## src/rtl/seq_pkg.sv

```systemverilog
`timescale 1ns/1ps
package seq_pkg;
  localparam int DW = 8;
  localparam int AW = 16;
  localparam int TW = 3;

  localparam logic [DW-1:0] OP_LDI  = 8'hA9;
  localparam logic [DW-1:0] OP_TAX  = 8'hAA;
  localparam logic [DW-1:0] OP_JSR  = 8'h20;
  localparam logic [DW-1:0] OP_INCX = 8'hFE;
  localparam logic [DW-1:0] STACK_PAGE = 8'h01;

  typedef enum logic [2:0] {INS_BAD, INS_LDI, INS_TAX, INS_JSR, INS_INCX} ins_e;
  typedef enum logic [1:0] {PEND_NONE, PEND_ACC, PEND_X, PEND_SP} pend_e;
endpackage

```

## src/rtl/seq_decode.sv

```systemverilog
`timescale 1ns/1ps
module seq_decode
  import seq_pkg::*;
(
  input  logic [DW-1:0] op_i,
  output ins_e          ins_o,
  output logic [TW-1:0] last_o
);
  always_comb begin
    unique case (op_i)
      OP_LDI:  begin ins_o = INS_LDI;  last_o = TW'(1); end
      OP_TAX:  begin ins_o = INS_TAX;  last_o = TW'(1); end
      OP_JSR:  begin ins_o = INS_JSR;  last_o = TW'(5); end
      OP_INCX: begin ins_o = INS_INCX; last_o = TW'(6); end
      default: begin ins_o = INS_BAD;  last_o = TW'(1); end
    endcase
  end
endmodule

```

## src/rtl/seq_timing.sv

```systemverilog
`timescale 1ns/1ps
module seq_timing
  import seq_pkg::*;
(
  input  logic          clk_i,
  input  logic          rst_ni,
  input  logic [DW-1:0] data_i,
  output logic [TW-1:0] t_o,
  output ins_e          ins_o
);
  logic [TW-1:0] t_q, last_q, dec_last;
  ins_e          ins_q, dec_ins;

  seq_decode u_dec (.op_i(data_i), .ins_o(dec_ins), .last_o(dec_last));

  // the opcode is on data_i during step 0; latch it with its length
  always_ff @(posedge clk_i or negedge rst_ni) begin
    if (!rst_ni) begin
      t_q    <= '0;
      last_q <= TW'(1);
      ins_q  <= INS_BAD;
    end else if (t_q == '0) begin
      t_q    <= TW'(1);
      last_q <= dec_last;
      ins_q  <= dec_ins;
    end else if (t_q == last_q) begin
      t_q <= '0;
    end else begin
      t_q <= t_q + TW'(1);
    end
  end

  assign t_o   = t_q;
  assign ins_o = ins_q;

  assert_tstate_step_R2: assert property (@(posedge clk_i) disable iff (!rst_ni)
    (t_q != '0) |-> (t_q == $past(t_q) + TW'(1)));
endmodule

```

## src/rtl/seq_datapath.sv

```systemverilog
`timescale 1ns/1ps
module seq_datapath
  import seq_pkg::*;
#(
  parameter logic [AW-1:0] RESET_PC = 16'h0200,
  parameter logic [DW-1:0] RESET_SP = 8'hFD
)(
  input  logic          clk_i,
  input  logic          rst_ni,
  input  logic [DW-1:0] data_i,
  input  logic [TW-1:0] t_i,
  input  ins_e          ins_i,
  output logic [AW-1:0] addr_o,
  output logic          rw_o,
  output logic [DW-1:0] data_o,
  output logic [AW-1:0] pc_o,
  output logic [DW-1:0] acc_o,
  output logic [DW-1:0] x_o,
  output logic [DW-1:0] sp_o,
  output logic          flag_z_o,
  output logic          flag_n_o
);
  logic [AW-1:0] pc_q;
  logic [DW-1:0] acc_q, x_q, sp_q, alu_q, dl_q, adl_q, adh_q, pend_val_q;
  logic          cry_q, z_q, n_q, pc_inc;
  pend_e         pend_q;

  // address / direction / write data per step
  always_comb begin
    addr_o = pc_q;
    rw_o   = 1'b1;
    data_o = '0;
    pc_inc = (t_i == '0);
    if (t_i != '0) begin
      unique case (ins_i)
        INS_LDI: pc_inc = 1'b1;
        INS_JSR: begin
          unique case (t_i)
            TW'(1): pc_inc = 1'b1;
            TW'(2): addr_o = {STACK_PAGE, sp_q};
            TW'(3): begin addr_o = {STACK_PAGE, alu_q}; rw_o = 1'b0; data_o = pc_q[AW-1:DW]; end
            TW'(4): begin addr_o = {STACK_PAGE, alu_q}; rw_o = 1'b0; data_o = pc_q[DW-1:0]; end
            default: ;
          endcase
        end
        INS_INCX: begin
          if (t_i <= TW'(2)) pc_inc = 1'b1;
          else addr_o = {adh_q, adl_q};
          if (t_i == TW'(6)) begin rw_o = 1'b0; data_o = dl_q; end
        end
        default: ;
      endcase
    end
  end

  always_ff @(posedge clk_i or negedge rst_ni) begin
    if (!rst_ni) begin
      pc_q       <= RESET_PC;
      sp_q       <= RESET_SP;
      acc_q      <= '0;
      x_q        <= '0;
      alu_q      <= '0;
      dl_q       <= '0;
      adl_q      <= '0;
      adh_q      <= '0;
      cry_q      <= 1'b0;
      z_q        <= 1'b0;
      n_q        <= 1'b0;
      pend_q     <= PEND_NONE;
      pend_val_q <= '0;
    end else begin
      if (pc_inc) pc_q <= pc_q + AW'(1);
      if (t_i == '0) begin
        // previous instruction's register result lands during this fetch
        unique case (pend_q)
          PEND_ACC: acc_q <= pend_val_q;
          PEND_X:   x_q   <= pend_val_q;
          PEND_SP:  sp_q  <= pend_val_q;
          default: ;
        endcase
        pend_q <= PEND_NONE;
      end else begin
        unique case (ins_i)
          INS_LDI: begin pend_q <= PEND_ACC; pend_val_q <= data_i; end
          INS_TAX: begin pend_q <= PEND_X;   pend_val_q <= acc_q;  end
          INS_JSR: begin
            unique case (t_i)
              TW'(1): begin dl_q <= data_i; alu_q <= sp_q; end
              TW'(2): sp_q  <= dl_q;            // park target low
              TW'(3), TW'(4): alu_q <= alu_q - DW'(1);
              TW'(5): begin
                pc_q       <= {data_i, sp_q};
                pend_q     <= PEND_SP;
                pend_val_q <= alu_q;
              end
              default: ;
            endcase
          end
          INS_INCX: begin
            unique case (t_i)
              TW'(1): adl_q <= data_i;
              TW'(2): begin adh_q <= data_i; {cry_q, adl_q} <= {1'b0, adl_q} + {1'b0, x_q}; end
              TW'(3): adh_q <= adh_q + {{(DW-1){1'b0}}, cry_q};
              TW'(4): dl_q  <= data_i;
              TW'(5): dl_q  <= dl_q + DW'(1);
              TW'(6): begin z_q <= (dl_q == '0); n_q <= dl_q[DW-1]; end
              default: ;
            endcase
          end
          default: ;
        endcase
      end
    end
  end

  assign pc_o     = pc_q;
  assign acc_o    = acc_q;
  assign x_o      = x_q;
  assign sp_o     = sp_q;
  assign flag_z_o = z_q;
  assign flag_n_o = n_q;

  assert_acc_commit_R4: assert property (@(posedge clk_i) disable iff (!rst_ni)
    (t_i == '0 && pend_q == PEND_ACC) |=> (acc_q == $past(pend_val_q)));
  assert_stack_page_R6: assert property (@(posedge clk_i) disable iff (!rst_ni)
    (!rw_o && ins_i == INS_JSR) |-> (addr_o[AW-1:DW] == STACK_PAGE));
  assert_pcl_from_sp_R7: assert property (@(posedge clk_i) disable iff (!rst_ni)
    (ins_i == INS_JSR && t_i == TW'(5)) |=> (pc_q[DW-1:0] == $past(sp_q)));
  assert_no_store_on_fetch_R9: assert property (@(posedge clk_i) disable iff (!rst_ni)
    !rw_o |-> (t_i != '0));
  assert_flags_from_store_R10: assert property (@(posedge clk_i) disable iff (!rst_ni)
    !rw_o && ins_i == INS_INCX |=> (z_q == ($past(data_o) == '0)) && (n_q == $past(data_o[DW-1])));
endmodule

```

## src/rtl/bus_cycle_seq.sv

```systemverilog
`timescale 1ns/1ps
module bus_cycle_seq
  import seq_pkg::*;
#(
  parameter logic [15:0] RESET_PC = 16'h0200,
  parameter logic [7:0]  RESET_SP = 8'hFD
)(
  input  logic        clk_i,
  input  logic        rst_ni,
  input  logic [7:0]  data_i,
  output logic [15:0] addr_o,
  output logic        rw_o,
  output logic [7:0]  data_o,
  output logic        sync_o,
  output logic [2:0]  tstate_o,
  output logic [15:0] pc_o,
  output logic [7:0]  acc_o,
  output logic [7:0]  x_o,
  output logic [7:0]  sp_o,
  output logic        flag_z_o,
  output logic        flag_n_o
);
  logic [TW-1:0] t;
  ins_e          ins;

  seq_timing u_timing (
    .clk_i(clk_i), .rst_ni(rst_ni), .data_i(data_i), .t_o(t), .ins_o(ins)
  );

  seq_datapath #(.RESET_PC(RESET_PC), .RESET_SP(RESET_SP)) u_dp (
    .clk_i(clk_i), .rst_ni(rst_ni), .data_i(data_i), .t_i(t), .ins_i(ins),
    .addr_o(addr_o), .rw_o(rw_o), .data_o(data_o), .pc_o(pc_o),
    .acc_o(acc_o), .x_o(x_o), .sp_o(sp_o), .flag_z_o(flag_z_o), .flag_n_o(flag_n_o)
  );

  assign sync_o   = (t == '0);
  assign tstate_o = t;

  assert_sync_is_read_R2: assert property (@(posedge clk_i) disable iff (!rst_ni)
    sync_o |-> rw_o);
  assert_sync_single_R2: assert property (@(posedge clk_i) disable iff (!rst_ni)
    sync_o |=> !sync_o);
endmodule

```

## config.mk

```make
export PLATFORM = sky130hd
export DESIGN_NAME = bus_cycle_seq
export DESIGN_NICKNAME = d
export VERILOG_FILES = /design/src/rtl/seq_pkg.sv /design/src/rtl/seq_decode.sv /design/src/rtl/seq_timing.sv /design/src/rtl/seq_datapath.sv /design/src/rtl/bus_cycle_seq.sv
export SDC_FILE = /design/constraint.sdc
export NUM_CORES = 1
export LEC_CHECK = 0
export ABC_AREA = 1
export CORE_ASPECT_RATIO = 0.6
export CORE_MARGIN = 2
export CORE_UTILIZATION = 55
export CTS_CLUSTER_SIZE = 14
export DETAILED_ROUTE_END_ITERATION = 16
export MAX_ROUTING_LAYER = met4
export PLACE_DENSITY = 0.85
export SLEW_MARGIN = 20
export SYNTH_ARGS = -nofsm -noshare
export SYNTH_HDL_FRONTEND = slang
export SYNTH_HIERARCHICAL = 1
export SYNTH_SLANG_ARGS = --single-unit
```

## constraint.sdc

```tcl
create_clock -name clk_i -period 4.09 [get_ports clk_i]
set_input_delay 0.818 -clock clk_i [delete_from_list [all_inputs] [get_ports clk_i]]
set_output_delay 0.818 -clock clk_i [all_outputs]
set_load 0.05 [all_outputs]
```

# After elaboration in Yosys (flattened, before gate mapping)
# Index checks and enable logic that the tools add are counted.
dict set report classes {
  magnitude_cmp 1
  n_bitwise 1
  eq_ne 23
  reduce_logical 23
  add_sub_neg 6
  n_mux 39
}
# op count
set op_table {}
lappend op_table {{one-hot mux 8 bit (2 select lines)} 7}
lappend op_table {{2-to-1 mux 16 bit} 6}
lappend op_table {{2-to-1 mux 8 bit} 8}
lappend op_table {{one-hot mux 16 bit (2 select lines)} 2}
lappend op_table {{== test 8 bit (second input constant)} 3}
lappend op_table {{one-hot mux 8 bit (3 select lines)} 1}
lappend op_table {{AND reduction 3 bit} 7}
lappend op_table {{adder 16 x 1 -> 16 bit (second input constant)} 1}
lappend op_table {{== test 3 x 2 -> 1 bit (second input constant)} 4}
lappend op_table {{== test 3 bit (second input constant)} 4}
lappend op_table {{one-hot mux 3 bit (4 select lines)} 1}
lappend op_table {{nonzero test 2 bit} 6}
lappend op_table {{adder 8 x 8 -> 9 bit} 1}
lappend op_table {{adder 8 x 1 -> 8 bit} 1}
lappend op_table {{adder 8 x 1 -> 8 bit (second input constant)} 1}
lappend op_table {{== test 8 x 6 -> 1 bit (second input constant)} 1}
lappend op_table {{zero test 8 bit} 1}
lappend op_table {{subtractor 8 x 1 -> 8 bit (second input constant)} 1}
lappend op_table {{== test 3 x 1 -> 1 bit (second input constant)} 2}
lappend op_table {{2-to-1 mux 1 bit} 6}
lappend op_table {{2-to-1 mux 3 bit} 2}
lappend op_table {{!= test 2 x 1 -> 1 bit (second input constant)} 3}
lappend op_table {{one-hot mux 2 bit (3 select lines)} 1}
lappend op_table {{one-hot mux 3 bit (2 select lines)} 1}
lappend op_table {{17 further kinds} 22}
dict set report word_totals {
  reg_bits 94
  output_inout_bits 71
  in_bits 10
}

# Logic depth before layout (Yosys ltp)
dict set report logic_depth {
  ltp_word 8
  mapped_depth 12
}

# Cells and area by module
# The synthesis kept the hierarchy.
# module instances cells_per_inst seq_area_each_um2 area_each_um2
set modules_own_cells {}
lappend modules_own_cells {seq_datapath 1 813 2137.0 5655.4}
lappend modules_own_cells {seq_timing 1 52 226.5 436.7}
lappend modules_own_cells {seq_decode 1 34 0.0 148.9}
lappend modules_own_cells {bus_cycle_seq 1 4 0.0 17.5}

# Worst setup path after synthesis
# Ideal clock, no wire load.
dict set report synth_path {
  path_type {register to output}
  startpoint {register u_timing.t_q[1], in the netlist u_timing/t_o[1]}
  endpoint {output port data_o[0]}
  t_arrival_ns 2.479
  setup_slack_ns 0.793
  t_required_ns 3.272
  stages_incl_launch_ff 6
  path_buffers 1
  path_cell_list {dfrtp_1 -> buf_2 -> inv_1 -> nor2_1 -> nand2_1 -> o21ai_0}
}
dict set report synth_via {
  elab_chain_cells 4
}
# element line
set synth_rtl {}
lappend synth_rtl {{start, declared} seq_timing.sv:11} ;# logic [TW-1:0] t_q, last_q, dec_last;
lappend synth_rtl {{start signal, assigned} seq_timing.sv:29} ;# t_q <= t_q + TW'(1);
lappend synth_rtl {{== test 3 bit (tied with other cells)} seq_datapath.sv:38} ;# unique case (t_i)
lappend synth_rtl {{one-hot mux 8 bit (2 select lines) / 2-to-1 mux 8 bit (equally long branches)} {seq_datapath.sv:38, seq_datapath.sv:49}}
lappend synth_rtl {{one-hot mux 8 bit (2 select lines)} seq_datapath.sv:35} ;# unique case (ins_i)
lappend synth_rtl {{2-to-1 mux 8 bit *} seq_datapath.sv:34} ;# if (t_i != '0) begin
lappend synth_rtl {{end, declared} bus_cycle_seq.sv:13} ;# output logic [7:0] data_o,
# Mark *: on every way between the ends. The rest lies on a longest branch, timed or not.

# Worst setup path in the final report
dict set report layout_path {
  startpoint {register u_timing.t_q[0], in the netlist u_timing/t_o[0]}
  endpoint {output port addr_o[0]}
}
dict set report layout_via {
  elab_chain_cells 5
}
# element line
set layout_rtl {}
lappend layout_rtl {{== test 3 bit / == test 3 x 2 -> 1 bit (equally long branches)} seq_datapath.sv:38}
lappend layout_rtl {{OR reduction 2 bit (no source line)} n/a}
lappend layout_rtl {{one-hot mux 16 bit (2 select lines)} seq_datapath.sv:38}
lappend layout_rtl {{one-hot mux 16 bit (2 select lines)} seq_datapath.sv:35}
lappend layout_rtl {{2-to-1 mux 16 bit *} seq_datapath.sv:34}
lappend layout_rtl {{end, declared} bus_cycle_seq.sv:11} ;# output logic [15:0] addr_o,
# Marked as above.

==> run_results.csv <==
group,metric,value,unit
run_status,outcome,"complete, no violations",
timing,period_needed,3870,ps
drt,dr.pass1.iters,6,
timing,slew_headroom,0.495,
drt,wl_met1,9.24,mm
grt,grt_pass1_wl,32.4,mm
floorplanning,initial_utilization,0.560,
yosys,syn_inst,903,
yosys,synth_area_leaders,"dfrtp_1 34%, nand2_1 18%, inv_1 6.3%, o21ai_0 6.0%, nand3_1 3.8%",
pwr,swShare,0.499,
critical_path,r2r_slack,1490,ps
critical_path,critical_path_required,3270,ps
yosys,synth_top_area_frac,0.340,
yosys,syn_area_per_cell,6.93,um^2
timing,rsz0062_at_grt,"no",
timing,fmax,0.258,GHz
timing,fin_skew,8.89,ps
timing,setup_slack,215,ps
worst_hold_path,hp-class,"input pin to asynchronous set/reset pin",
yosys,seq_area_frac_synth,0.378,
placed_design,io_buffers,80,
floorplanning,coreArea,11200,um^2
cells_and_area,final_nets,1000,
cells_and_area,drive_gt1_frac,0.0849,
timing,tightest_slew,756,ps
yosys,yosysUniqueCellTypes,37,
grt,grt_pass1_vias,5721,
job,cap_violations,0,
drt,dr_wl_met2,8.13,mm
yosys,syn_area,6260,um^2
critical_path,ff2ff_path_depth,10,
cells_and_area,area_growth,18.7,%
timing,drv_slew,0,
timing,setup_viol,0,
placed_design,dp_cells,1106,
placed_design,gp_congestion,1.04,
critical_path,r2r_end,"u_dp/pc_o[10]",
pwr,combPwrFrac,0.500,
cells_and_area,final_area,7430,um^2
pwr,ir_drop,403,uV
grt,grt_antenna_before_repair,1,
grt,grt_usage,0.361,
clock_network,cts_tree,"built",
grt,grt_max_degree,42,
pwr,p_total,4.55,mW
clock_network,path_clk_slew,80,ps
yosys,yosysTopAreaCell,"dfrtp_1",
pwr,intPower,2.28,mW
critical_path,crit_path_end_kind,"output port",
cells_and_area,fillCellCount,964,
pwr,power_density,612,nW/um^2
drt,initialDrtViolationCount,852,
critical_path,worstPathArrival,3060,ps
clock_network,cts_buffers,9,
floorplanning,die_x,142,um
drt,wl_met3,2.74,mm
floorplanning,num_io_pins,81,
yosys,ys.flop_type,"dfrtp_1",
cells_and_area,stdcell_count,1123,
critical_path,criticalPathCategory,"flop to output port",
critical_path,crit_path_start_kind,"flop",
floorplanning,die-height,86.6,um
floorplanning,row_count,30,
clock_network,htree_levels,3,
pwr,p_leak,3.59,nW
timing,whs,435,ps
yosys,synth_warnings,6,
drt,drcViolationCount,0,
yosys,synth-async-reset-ratio,1.00,
critical_path,r2r_start,"u_timing/ins_o[2]",
timing,fin_crit_sh,0.947,
clock_network,holdBufCountCts,0,
clock_network,clockBufferDepth,2,
drt,via_per_inst,5.83,
timing,hold_viol_final,0,
pwr,p_switching,2.27,mW
placed_design,placed_cell_area,7120,um^2
drt,wl_per_cell,18.3,um
yosys,synth_edf_count,0,
critical_path,worstPathMaxFanout,25,
drt,vias,6549,
placed_design,dp_hpwl,15.5,mm
placed_design,pre_cts_slack,603,ps
pwr,clkPwrFrac,0.185,
clock_network,root_buffer,"clkbuf_16",
clock_network,cts.sinks,94,
cells_and_area,postLayoutCoreUtil,0.664,
clock_network,clk_latency,360,ps
drt,highest_layer,"met4",
grt,overflow,0,
drt,routed_wl,20.5,mm
floorplanning,die_area,12300,um^2
pwr,seqPwrFrac,0.315,
yosys,synth-seq-cells,94,
drt,ant_nets,0,
timing,fin_setup_tns,0,ps
yosys,synth_nets,930,
-- routing by layer --
metal  global-route usage  up-vias
met5                    -        -
met4               0.0873        0
met3                0.107       44
met2                0.485      417
met1                0.531     3026
li1                     -     3062
-- power groups by stage --
stage               sequential, mW  combinational [mW]  clock (mW)
floorplan                     1.66                1.31           0
global placement              1.43                2.19           0
detailed placement            1.43                2.22           0
CTS                           1.42                2.24       0.857
global route                  1.46                2.48       0.903
finish                        1.43                2.27       0.843
-- repair_timing --
action	CTS	global route
setup endpoints to repair	0	5
resized for setup	0	5
buffers inserted	0	0
-- cell usage in the layout (no fill, tap or decap), drive strengths merged, types with 16 or more instances in the layout --
cell type,synthesis,routed
nand2,309,309
inv,119,124
o21ai,109,109
dfrtp,85,85
clkdlybuf4s50,0,67
nor2,65,65
nand3,52,52
a21oi,19,19
o22ai,19,19
xor2,18,18
a22oi,17,17
ha,16,16
-- final cells by class --
type,instances,area [um^2],share of cell area
Multi-Input combinational cell,662,3300,0.444
Sequential cell,94,2360,0.318
Timing Repair Buffer,87,846,0.114
Inverter,119,447,0.0601
Clock buffer,9,225,0.0303
Tap cell,144,180,0.0242
Clock inverter,7,71.3,0.00960
Antenna cell,1,2.50,0.000337
-- registers in the layout (all words and copies together) (netlist names) --
| signal | cells |
|---|---|
| u_dp/acc_o | 8 |
| u_dp/adh_q | 8 |
| u_dp/adl_q | 8 |
| u_dp/alu_q | 8 |
| u_dp/cry_q | 1 |
| u_dp/dl_q | 8 |
| u_dp/flag_n_o | 1 |
| u_dp/flag_z_o | 1 |
| u_dp/pc_o | 16 |
| u_dp/pend_q | 2 |
| u_dp/pend_val_q | 8 |
| u_dp/sp_o | 8 |
| u_dp/x_o | 8 |
| u_timing/ins_o | 3 |
| u_timing/last_q | 3 |
| u_timing/t_o | 3 |
-- worst max-delay path: stages, from the launching register on --
cell	delay, ps
dfrtp_1	490
inv_2	230
nand2_4	210
nand2_1	400
nand4_2	440
nand2_1	170
nand2_1	60
clkdlybuf4s50_1	700
-- how the worst max path moves through the flow --
stage / from / end / slack, ps
after floorplan: u_timing/t_o[1] / data_o[0] / 790
after global placement: u_timing/t_o[1] / addr_o[0] / 720
after detailed placement: u_timing/t_o[0] / addr_o[13] / 600
after CTS: u_timing/t_o[0] / addr_o[13] / 220
after global routing: u_timing/t_o[0] / addr_o[6] / 20
final: u_timing/t_o[0] / addr_o[0] / 220
-- Yosys cell counts (2+ instances only) --
cell type  number
a21oi_1        19
a22oi_1        17
a31oi_1         3
buf_2          17
buf_4           3
buf_6           2
clkbuf_1        6
dfrtp_1        85
dfstp_2         9
ha_1           16
inv_1         105
inv_2          14
nand2_1       302
nand2_2         6
nand3_1        48
nand3_2         4
nand3b_1        2
nand4_1         9
nor2_1         51
nor2_2         12
nor2_4          2
nor3_1          7
o211ai_1        6
o21ai_0        75
o21ai_1        33
o221ai_1        2
o22ai_1        19
xnor2_1         3
xor2_1         18
-- cells by family after synthesis --
kind of cell	share of synthesized area
and+or+nand+nor	0.300
xor gates and xnor gates	0.0294
AOI/OAI and AO/OA	0.162
buffers and inverters	0.0958
DFF	0.378
adders and majority gates	0.0352
Note: power is estimated with default switching activity, not from simulation.
